[src/rtl/capcnt_pkg.sv]
package capcnt_pkg;

   // Count source selection held in count-control bits 1:0
   typedef enum logic [1:0] {
      SRC_CLOCK = 2'd0,
      SRC_RISE  = 2'd1,
      SRC_FALL  = 2'd2,
      SRC_BOTH  = 2'd3
   } cnt_src_e;

   typedef struct packed {
      logic rise;
      logic fall;
   } edge_t;

   // Register addresses
   localparam int unsigned ADR_CAPCTL  = 0;
   localparam int unsigned ADR_CNTCTL  = 1;
   localparam int unsigned ADR_FLAGS   = 2;
   localparam int unsigned ADR_CAPBASE = 4;

   // Field layout
   localparam int unsigned FLAG_LSB    = 4;
   localparam int unsigned BITS_PER_CH = 3;
   localparam int unsigned CNTCTL_W    = 4;
   localparam int unsigned SEL_W       = 2;

endpackage

[src/rtl/capcnt_edge_det.sv]
module capcnt_edge_det
   import capcnt_pkg::*;
#(
   parameter int unsigned SYNC_STAGES = 2
) (
   input  logic  clk,
   input  logic  rst_n,
   input  logic  din,
   output edge_t edges
);

   localparam int unsigned DEPTH = SYNC_STAGES + 1;

   generate
      if (SYNC_STAGES < 2) begin : g_bad_stages
         $error("capcnt_edge_det: SYNC_STAGES must be at least 2");
      end
   endgenerate

   // The first SYNC_STAGES flops synchronise the input; the last flop keeps the previous sample
   logic [DEPTH-1:0] pipe;

   always_ff @(posedge clk or negedge rst_n) begin
      if (!rst_n) pipe <= '0;
      else        pipe <= {pipe[DEPTH-2:0], din};
   end

   logic cur_s, old_s;
   assign cur_s = pipe[DEPTH-2];
   assign old_s = pipe[DEPTH-1];

   assign edges.rise = cur_s & ~old_s;
   assign edges.fall = ~cur_s & old_s;

   // a rising edge needs a low sample before it, so it cannot repeat in the next cycle
   a_r4_rise_not_back_to_back : assert property (@(posedge clk) disable iff (!rst_n)
      edges.rise |=> !edges.rise);

   // the same holds for falling edges
   a_r4_fall_not_back_to_back : assert property (@(posedge clk) disable iff (!rst_n)
      edges.fall |=> !edges.fall);

endmodule

[src/rtl/capcnt_capture_slot.sv]
module capcnt_capture_slot
   import capcnt_pkg::*;
#(
   parameter int unsigned CNT_W = 32
) (
   input  logic             clk,
   input  logic             rst_n,
   input  edge_t            edges,
   input  logic             en_rise,
   input  logic             en_fall,
   input  logic [CNT_W-1:0] count,
   output logic [CNT_W-1:0] value,
   output logic             hit
);

   assign hit = (edges.rise & en_rise) | (edges.fall & en_fall);

   always_ff @(posedge clk or negedge rst_n) begin
      if (!rst_n)   value <= '0;
      else if (hit) value <= count;
   end

   // an enabled edge loads the count present at that clock edge
   a_r5_load_count : assert property (@(posedge clk) disable iff (!rst_n)
      hit |=> (value == $past(count)));

   // without an enabled edge the capture value does not move
   a_r5_hold_value : assert property (@(posedge clk) disable iff (!rst_n)
      !hit |=> $stable(value));

endmodule

[src/rtl/capcnt_tick_sel.sv]
module capcnt_tick_sel
   import capcnt_pkg::*;
#(
   parameter int unsigned NUM_CH = 4
) (
   input  logic [NUM_CH-1:0] rise_v,
   input  logic [NUM_CH-1:0] fall_v,
   input  cnt_src_e          src,
   input  logic [SEL_W-1:0]  sel,
   output logic              tick
);

   logic pick_r, pick_f;

   always_comb begin
      pick_r = 1'b0;
      pick_f = 1'b0;
      for (int n = 0; n < NUM_CH; n++) begin
         if (sel == SEL_W'(n)) begin
            pick_r = rise_v[n];
            pick_f = fall_v[n];
         end
      end
   end

   always_comb begin
      case (src)
         SRC_CLOCK: tick = 1'b1;
         SRC_RISE:  tick = pick_r;
         SRC_FALL:  tick = pick_f;
         SRC_BOTH:  tick = pick_r | pick_f;
         default:   tick = 1'b1;
      endcase
   end

endmodule

[src/rtl/capcnt_unit.sv]
module capcnt_unit
   import capcnt_pkg::*;
#(
   parameter int unsigned CNT_W       = 32,
   parameter int unsigned NUM_CH      = 4,
   parameter int unsigned DATA_W      = 32,
   parameter int unsigned ADDR_W      = 3,
   parameter int unsigned SYNC_STAGES = 2
) (
   input  logic              clk,
   input  logic              rst_n,
   input  logic [CNT_W-1:0]  timer_count,
   input  logic [NUM_CH-1:0] cap_in,
   input  logic              wr_en,
   input  logic [ADDR_W-1:0] wr_addr,
   input  logic [DATA_W-1:0] wr_data,
   input  logic [ADDR_W-1:0] rd_addr,
   output logic [DATA_W-1:0] rd_data,
   output logic              tick,
   output logic [NUM_CH-1:0] cap_irq
);

   localparam int unsigned CAPCTL_W = BITS_PER_CH * NUM_CH;

   generate
      if (NUM_CH < 1 || NUM_CH > 4) begin : g_bad_ch
         $error("capcnt_unit: NUM_CH must be 1 to 4");
      end
      if (CNT_W > DATA_W) begin : g_bad_cnt
         $error("capcnt_unit: CNT_W must not exceed DATA_W");
      end
      if (CAPCTL_W > DATA_W || FLAG_LSB + NUM_CH > DATA_W) begin : g_bad_data
         $error("capcnt_unit: DATA_W too small for the control fields");
      end
      if ((1 << ADDR_W) < ADR_CAPBASE + NUM_CH) begin : g_bad_addr
         $error("capcnt_unit: ADDR_W too small for the register map");
      end
   endgenerate

   // Control and status registers
   logic [CAPCTL_W-1:0] capctl;
   logic [CNTCTL_W-1:0] cntctl;
   logic [NUM_CH-1:0]   flags;

   logic wr_capctl, wr_cntctl, wr_flags;
   assign wr_capctl = wr_en && (wr_addr == ADDR_W'(ADR_CAPCTL));
   assign wr_cntctl = wr_en && (wr_addr == ADDR_W'(ADR_CNTCTL));
   assign wr_flags  = wr_en && (wr_addr == ADDR_W'(ADR_FLAGS));

   always_ff @(posedge clk or negedge rst_n) begin
      if (!rst_n) begin
         capctl <= '0;
         cntctl <= '0;
      end else begin
         if (wr_capctl) capctl <= wr_data[CAPCTL_W-1:0];
         if (wr_cntctl) cntctl <= wr_data[CNTCTL_W-1:0];
      end
   end

   // Per-channel edge detection and capture
   logic [NUM_CH-1:0] rise_v, fall_v, hit_v, ie_v;
   logic [CNT_W-1:0]  cap_val [NUM_CH];

   generate
      for (genvar n = 0; n < NUM_CH; n++) begin : g_ch
         edge_t ch_edges;

         capcnt_edge_det #(
            .SYNC_STAGES(SYNC_STAGES)
         ) i_edge (
            .clk  (clk),
            .rst_n(rst_n),
            .din  (cap_in[n]),
            .edges(ch_edges)
         );

         capcnt_capture_slot #(
            .CNT_W(CNT_W)
         ) i_slot (
            .clk    (clk),
            .rst_n  (rst_n),
            .edges  (ch_edges),
            .en_rise(capctl[BITS_PER_CH*n]),
            .en_fall(capctl[BITS_PER_CH*n+1]),
            .count  (timer_count),
            .value  (cap_val[n]),
            .hit    (hit_v[n])
         );

         assign rise_v[n] = ch_edges.rise;
         assign fall_v[n] = ch_edges.fall;
         assign ie_v[n]   = capctl[BITS_PER_CH*n+2];
      end
   endgenerate

   // Sticky flags: a set in the same cycle overrides a clear
   logic [NUM_CH-1:0] flag_set, flag_clr;
   assign flag_set = hit_v & ie_v;
   assign flag_clr = wr_flags ? wr_data[FLAG_LSB +: NUM_CH] : '0;

   always_ff @(posedge clk or negedge rst_n) begin
      if (!rst_n) flags <= '0;
      else        flags <= (flags & ~flag_clr) | flag_set;
   end

   assign cap_irq = flags;

   // Count source
   cnt_src_e src;
   assign src = cnt_src_e'(cntctl[1:0]);

   capcnt_tick_sel #(
      .NUM_CH(NUM_CH)
   ) i_tick (
      .rise_v(rise_v),
      .fall_v(fall_v),
      .src   (src),
      .sel   (cntctl[3:2]),
      .tick  (tick)
   );

   // Read mux
   always_comb begin
      rd_data = '0;
      if (rd_addr == ADDR_W'(ADR_CAPCTL)) rd_data[CAPCTL_W-1:0] = capctl;
      if (rd_addr == ADDR_W'(ADR_CNTCTL)) rd_data[CNTCTL_W-1:0] = cntctl;
      if (rd_addr == ADDR_W'(ADR_FLAGS))  rd_data[FLAG_LSB +: NUM_CH] = flags;
      for (int n = 0; n < NUM_CH; n++) begin
         if (rd_addr == ADDR_W'(ADR_CAPBASE + n)) rd_data = DATA_W'(cap_val[n]);
      end
   end

   // timer mode keeps the strobe high
   a_r2_timer_tick_high : assert property (@(posedge clk) disable iff (!rst_n)
      (src == SRC_CLOCK) |-> tick);

   // in rising-edge mode the strobe is never two cycles wide
   a_r4_rise_tick_single : assert property (@(posedge clk) disable iff (!rst_n)
      (tick && src == SRC_RISE && !wr_cntctl) |=> !tick);

   generate
      for (genvar n = 0; n < NUM_CH; n++) begin : g_chk
         // an enabled interrupt on a capture event sets the flag
         a_r7_flag_sets : assert property (@(posedge clk) disable iff (!rst_n)
            (hit_v[n] && ie_v[n]) |=> flags[n]);

         // a clear flag stays clear without an enabled capture event
         a_r7_flag_quiet : assert property (@(posedge clk) disable iff (!rst_n)
            (!flags[n] && !(hit_v[n] && ie_v[n])) |=> !flags[n]);

         // writing a one clears the flag when no set competes
         a_r8_w1c : assert property (@(posedge clk) disable iff (!rst_n)
            (wr_flags && wr_data[FLAG_LSB+n] && !(hit_v[n] && ie_v[n])) |=> !flags[n]);

         // writing a zero leaves a set flag alone
         a_r8_zero_keeps : assert property (@(posedge clk) disable iff (!rst_n)
            (flags[n] && !(wr_flags && wr_data[FLAG_LSB+n])) |=> flags[n]);
      end
   endgenerate

endmodule

[config.mk]
export PLATFORM = sky130hd
export DESIGN_NAME = capcnt_unit
export DESIGN_NICKNAME = d
export VERILOG_FILES = /design/src/rtl/capcnt_pkg.sv /design/src/rtl/capcnt_edge_det.sv /design/src/rtl/capcnt_capture_slot.sv /design/src/rtl/capcnt_tick_sel.sv /design/src/rtl/capcnt_unit.sv
export SDC_FILE = /design/constraint.sdc
export NUM_CORES = 1
export LEC_CHECK = 0
export ABC_AREA = 1
export CORE_UTILIZATION = 40
export DETAILED_ROUTE_END_ITERATION = 8
export PLACE_DENSITY = 0.7
export SLEW_MARGIN = 20
export SYNTH_ARGS = -nofsm -noshare
export SYNTH_HDL_FRONTEND = slang
export SYNTH_SLANG_ARGS = --single-unit
[constraint.sdc]
create_clock -name clk -period 2.1 [get_ports clk]
set_input_delay 0.315 -clock clk [delete_from_list [all_inputs] [get_ports clk]]
set_output_delay 0.315 -clock clk [all_outputs]
set_load 0.02 [all_outputs]
**Yosys cells after proc, flatten, opt, wreduce, memory -nomap -nowiden**

Cells that the tools add are included.

- Register bits: 160
- Output and inout bits: 37
- Word-level logic and storage cells: 82

- Equal/unequal tests: 14
- Multiplexer cells: 17
- Bitwise logic cells: 33
- Reduce and logical (&&, ||, !) cells: 7

Operators by type and width:

| kind | number |
|---|---|
| 2-to-1 mux 32 bit | 4 |
| AND 1 bit | 16 |
| equality test 3 bit (second input constant) | 4 |
| 2-to-1 mux 12 bit | 1 |
| 2-to-1 mux 4 bit | 3 |
| AND 4 bit | 2 |
| equality test 2 bit (second input constant) | 4 |
| 2-to-1 mux 1 bit | 8 |
| NOT 1 bit | 8 |
| equality test 3 x 1 -> 1 bit (second input constant) | 2 |
| equality test 3 x 2 -> 1 bit (second input constant) | 2 |
| zero test 3 bit | 2 |
| bitwise OR 1 bit | 5 |
| equality test 2 x 1 -> 1 bit (second input constant) | 2 |
| zero test 2 bit | 2 |
| NOT 4 bit | 1 |
| bitwise OR 4 bit | 1 |
| case mux 1 bit (4 select lines) | 1 |
| logical AND 1 bit | 3 |

**Depth between registers and ports, before layout**

- Depth in word-level cells: 8
- Gate-level depth with buffers: 7
- Mapped depth without buffers: 7

**Hierarchy**

From an unflattened synthesis, not the netlist that was laid out.

- Cells, all modules: 935
- Area total of the unflattened synthesis: 7763.7 µm²

Modules (own cells, without submodules):

| module | instances | cells an instance | area an instance (µm²) | seq. area each (µm²) |
|---|---|---|---|---|
| capcnt_capture_slot | 4 | 140 | 1348.8 | 800.8 |
| capcnt_unit | 1 | 319 | 1889.3 | 500.5 |
| capcnt_edge_det | 4 | 7 | 90.1 | 75.1 |
| capcnt_tick_sel | 1 | 28 | 118.9 | 0.0 |

**Worst setup path before layout**

Ideal clock, no wire load.

- Path kind: input-to-output
- From: in rd_addr[2]
- To: out rd_data[12]
- Arrival time: 1.188 ns
- Required time: 1.785 ns
- Path slack: 0.597 ns
- Stages on the path: 4
- Cell sequence: buf_2 > nand3_2 > buf_2 > o2111ai_1

- Longest elaborated chain between the ends: 5
- Elaborated cells between the ends (all ways): 8
- Those cells by class: 4 x eq/ne; 4 x mux

Ends and longest elaborated chain:

| item | RTL line | source |
|---|---|---|
| start, declared | capcnt_unit.sv:17 | `input logic [ADDR_W-1:0] rd_addr,` |
| equality test 3 bit | capcnt_unit.sv:129 | `if (rd_addr == ADDR_W'(ADR_CAPBASE + n)) rd_data = DATA_W'(cap_val[n]);` |
| 2-to-1 mux 32 bit (3 in series) | capcnt_unit.sv:129 |  |
| 2-to-1 mux 32 bit * | capcnt_unit.sv:129 |  |
| end, declared | capcnt_unit.sv:18 | `output logic [DATA_W-1:0] rd_data,` |

Mark *: on every way between the ends. The rest lies on a longest branch, timed or not.

**Worst setup path after layout**

- From: in rd_addr[2]
- To: out rd_data[6]

- Longest elaborated chain between the ends: 7
- Elaborated cells between the ends (all ways): 12
- Those cells by class: 5 x eq/ne; 6 x mux; 1 x reduce/logical

Ends and longest elaborated chain:

| item | RTL line | source |
|---|---|---|
| zero test 3 bit | capcnt_unit.sv:125 | `if (rd_addr == ADDR_W'(ADR_CAPCTL)) rd_data[CAPCTL_W-1:0] = capctl;` |
| 2-to-1 mux 12 bit | capcnt_unit.sv:125 |  |
| 2-to-1 mux 4 bit | capcnt_unit.sv:127 | `if (rd_addr == ADDR_W'(ADR_FLAGS)) rd_data[FLAG_LSB +: NUM_CH] = flags;` |
| 2-to-1 mux 32 bit (3 in series) | capcnt_unit.sv:129 |  |
| 2-to-1 mux 32 bit * | capcnt_unit.sv:129 |  |

Marks and branches as above.

==> impl_summary.md <==
STA
Derived from the worst setup path, the maximum achievable clock frequency is 470 MHz. The count of final hold-check violations is 0. The headroom to the max-slew limit is 0.696. The final-report setup violation count is 1. Setup repair after global routing could not meet its margin everywhere. Summed over all failing endpoints, the final setup total negative slack is -0.0255 ns. In the finished design, the share of the clock period the worst path needs comes to 1.01. The count of pins over their slew limit is 0. The slew at the pin closest to its max-slew limit is 0.456 ns. Across all setup checks in the final design, the least slack found is -0.0255 ns. For the finished layout, the period the worst path requires is 2.13 ns.

The clock arrives with 0.00624 ns of skew.

Die
The floorplan row count is 48. The area enclosed by the die boundary is 18,600 µm². The core region is 17,500 µm².

For this configuration, the core starts out at a cell density of 0.414. In this run the vertical extent of the chip is 136 µm. The die width is 136 µm. The count of boundary I/O pins is 114.

Yosys
The number of nets handed over by synthesis was 968. The Yosys warning count is 0. The gate count of the mapped netlist is 891. The unique cell type count in the Yosys netlist is 23. The average cell area after synthesis is 8.12 µm². For this run, the register share of the synthesized area comes to 0.554. After synthesis the netlist holds a flip-flop and latch count of 160. The post-synthesis instance area is 7230 µm².

Layout
The post-synthesis to final-layout area growth is 26.9%. Leaving out fill and tap cells, the most frequent cells in the layout are sky130_fd_sc_hd__nand2_1, sky130_fd_sc_hd__dfrtp_1, sky130_fd_sc_hd__nand3_1. The ratio of cells with drive above 1 in the final layout is 0.0915.

The net count of the finished layout is 1,069. After routing the design area is 9180 µm². The most common cell after layout, fill and taps aside is sky130_fd_sc_hd__nand2_1. 0 antenna diodes ended up in the layout.

CTS
Clock-pin slew was measured on the worst setup and hold paths at 0.06 ns. The root buffer selected by CTS is sky130_fd_sc_hd__clkbuf_16. The clock tree from TritonCTS is done.

CTS saw 160 sinks. The later-pin clock latency in the skew report is 0.42 ns. The maximum number of buffers from clock root to sink is 2. In this run the number of H-tree levels came out at 4. The TritonCTS buffer count is 17.

Critical path
The critical path in this run is classified as input pin to output port. The worst-case reg-to-reg path depth is 5. The setup slack on the worst flop-to-flop path is 0.64 ns. The most critical setup path has its endpoint at rd_data[6].

The critical path endpoint category is an output port. In this run the worst path has a maximum fanout of 6. The worst setup path is launched from an input pin. The destination of the worst register-to-register timing path is g_ch[1].i_slot.value[8]. Data on the critical path is required at its endpoint by 1.78 ns. For the worst setup path, the data arrival time is 1.81 ns. The critical path startpoint is rd_addr[2]. In this run the critical register-to-register path is launched from g_ch[1].i_edge.pipe[1].

Power and ir drop
The leakage component of the power is 4.52 nW. VDD sags by at most 0.645 mV. In this run the power density over the cells is 1130 nW/µm².

Placement
The placed instances occupy a cell area of 8600 µm². Detailed placement finished with a half-perimeter wire length of 12.5 mm. Input and output buffers added on the ports amount to 93.

Prior to clock tree synthesis, the placed netlist has a worst setup slack of -0.581 ns. The routability congestion estimate from global placement is 0.849.

Status
The checks that failed: setup timing. The flow ran to the end, but the final reports show violations.

Detailed routing
The via count of the routed design is 6,304. The number of vias per cell is 5.13. After detailed routing, the average wire length per cell comes to 15.8 µm. The number of remaining DRC errors is 0. The first detailed-routing pass ran for 5 iterations. Once detail routing completed, the nets flagged for antenna violations numbered 0. After detailed routing, the total wire length is 19.4 mm. The detailed router finished its first iteration with 506 violations.

GRT
The number of antenna violations at the first check in global routing came to 0. The global routing stage identified its most utilized layer as met2. Entering global routing, the biggest net connects 53 pins. The number of global-route vias before repair is 6,094. The met3 global-route usage is 0.0425.

The final global-route overflow total is 0. In the global route stage, met1 resource usage came out at 0.323. In the global route stage, overall resource usage came out at 0.226.

For met2 alone, demand over resource in global routing was 0.342. The first-pass GRT wire length is 32.1 mm.

Flow run
The max-cap violation count is 0.

Min path
The path class of the tightest hold or removal check is input pin to flip-flop.
-- registers in the layout, summed over array words and instances, names as in the netlist --
name,cells
cap_irq,4
capctl,12
cntctl,4
g_ch.i_edge.pipe,12
g_ch.i_slot.value,128
-- timing repair --
item | CTS | global route
setup buffers | 0 | 0
endpoints found under the hold margin | 44 | 0
hold buffers | 1 | 0
gates resized for setup | 44 | 30
setup endpoints to repair | 33 | 25
-- layer usage --
| layer | routed length [µm] | share of wire | vias up |
|---|---|---|---|
| li1 | - | - | 3060 |
| met1 | 8960 | 0.46 | 2989 |
| met2 | 8870 | 0.46 | 240 |
| met3 | 1360 | 0.070 | 15 |
| met4 | 223 | 0.011 | 0 |
| met5 | 0 | 0 | - |
-- Yosys cell counts --
| cell type | n | share of area |
|---|---|---|
| sky130_fd_sc_hd__a21oi_1 | 2 | 0.0014 |
| sky130_fd_sc_hd__buf_1 | 1 | 0.00052 |
| sky130_fd_sc_hd__buf_2 | 18 | 0.012 |
| sky130_fd_sc_hd__buf_4 | 3 | 0.0031 |
| sky130_fd_sc_hd__buf_6 | 4 | 0.0062 |
| sky130_fd_sc_hd__clkbuf_1 | 18 | 0.0093 |
| sky130_fd_sc_hd__clkbuf_2 | 2 | 0.0014 |
| sky130_fd_sc_hd__dfrtp_1 | 160 | 0.55 |
| sky130_fd_sc_hd__inv_1 | 68 | 0.035 |
| sky130_fd_sc_hd__inv_2 | 2 | 0.0010 |
| sky130_fd_sc_hd__nand2_1 | 374 | 0.19 |
| sky130_fd_sc_hd__nand2_2 | 2 | 0.0017 |
| sky130_fd_sc_hd__nand3_1 | 112 | 0.077 |
| sky130_fd_sc_hd__nand3_2 | 1 | 0.0014 |
| sky130_fd_sc_hd__nand3_4 | 2 | 0.0048 |
| sky130_fd_sc_hd__nand4_1 | 8 | 0.0069 |
| sky130_fd_sc_hd__nor2_1 | 15 | 0.0078 |
| sky130_fd_sc_hd__nor2_2 | 3 | 0.0026 |
| sky130_fd_sc_hd__nor3_1 | 2 | 0.0014 |
| sky130_fd_sc_hd__o2111ai_1 | 20 | 0.024 |
| sky130_fd_sc_hd__o21ai_0 | 64 | 0.044 |
| sky130_fd_sc_hd__o21ai_1 | 6 | 0.0042 |
| sky130_fd_sc_hd__o21ai_2 | 4 | 0.0048 |
-- cells by family after synthesis --
family	synth area share
buffers and inverters	0.0694
AO/OA/AOI/OAI	0.0789
flip-flops	0.554
AND/OR/NAND/NOR	0.298
-- critical path, cell delays in order --
cell and delay, ns:
sky130_fd_sc_hd__clkdlybuf4s15_1 0.26, sky130_fd_sc_hd__buf_4 0.19, sky130_fd_sc_hd__inv_1 0.08, sky130_fd_sc_hd__nand3_1 0.16, sky130_fd_sc_hd__o21ai_1 0.28, sky130_fd_sc_hd__nand2_1 0.10, sky130_fd_sc_hd__nand4_1 0.08, sky130_fd_sc_hd__dlygate4sd2_1 0.34
-- power by group --
group | switching, mW | leakage (nW) | internal (mW)
Combinational | 1.41 | 2.26 | 0.983
Clock | 1.22 | 0.309 | 2.08
Sequential | 0.526 | 1.95 | 4.12
-- final cells by class --
type | instances | area [µm²]
clock inverter | 11 | 160
fill | 1622 | 8300
inverter | 70 | 263
clock buffer | 21 | 470
timing repair buffer | 128 | 1270
tap | 225 | 282
sequential | 160 | 4000
multi-input combinational | 615 | 2730
-- how the worst min path moves through the flow --
stage / from / to / depth (start not counted)
final: cap_in[0] / g_ch[0].i_edge.pipe[0] / 1
after global routing: cap_in[3] / g_ch[3].i_edge.pipe[0] / 1
after CTS: cap_in[2] / g_ch[2].i_edge.pipe[0] / 1
after detailed placement: rst_n / g_ch[1].i_edge.pipe[0] / 1
after global placement: rst_n / g_ch[1].i_edge.pipe[0] / 1
after floorplan: rst_n / cap_irq[0] / 0
-- through the flow --
step	power [mW]	hold WS, ns	util	cells
2_1_floorplan	6.14	0.0194	-	891
3_3_place_gp	7.09	0.280	0.492	1197
3_5_place_dp	7.18	0.280	0.492	1197
4_1_cts	10.4	0.321	0.527	1230
5_1_grt	10.9	0.339	0.525	1230
6_report	10.3	0.337	0.525	1230
No activity file was read; power rests on OpenSTA's default activity.
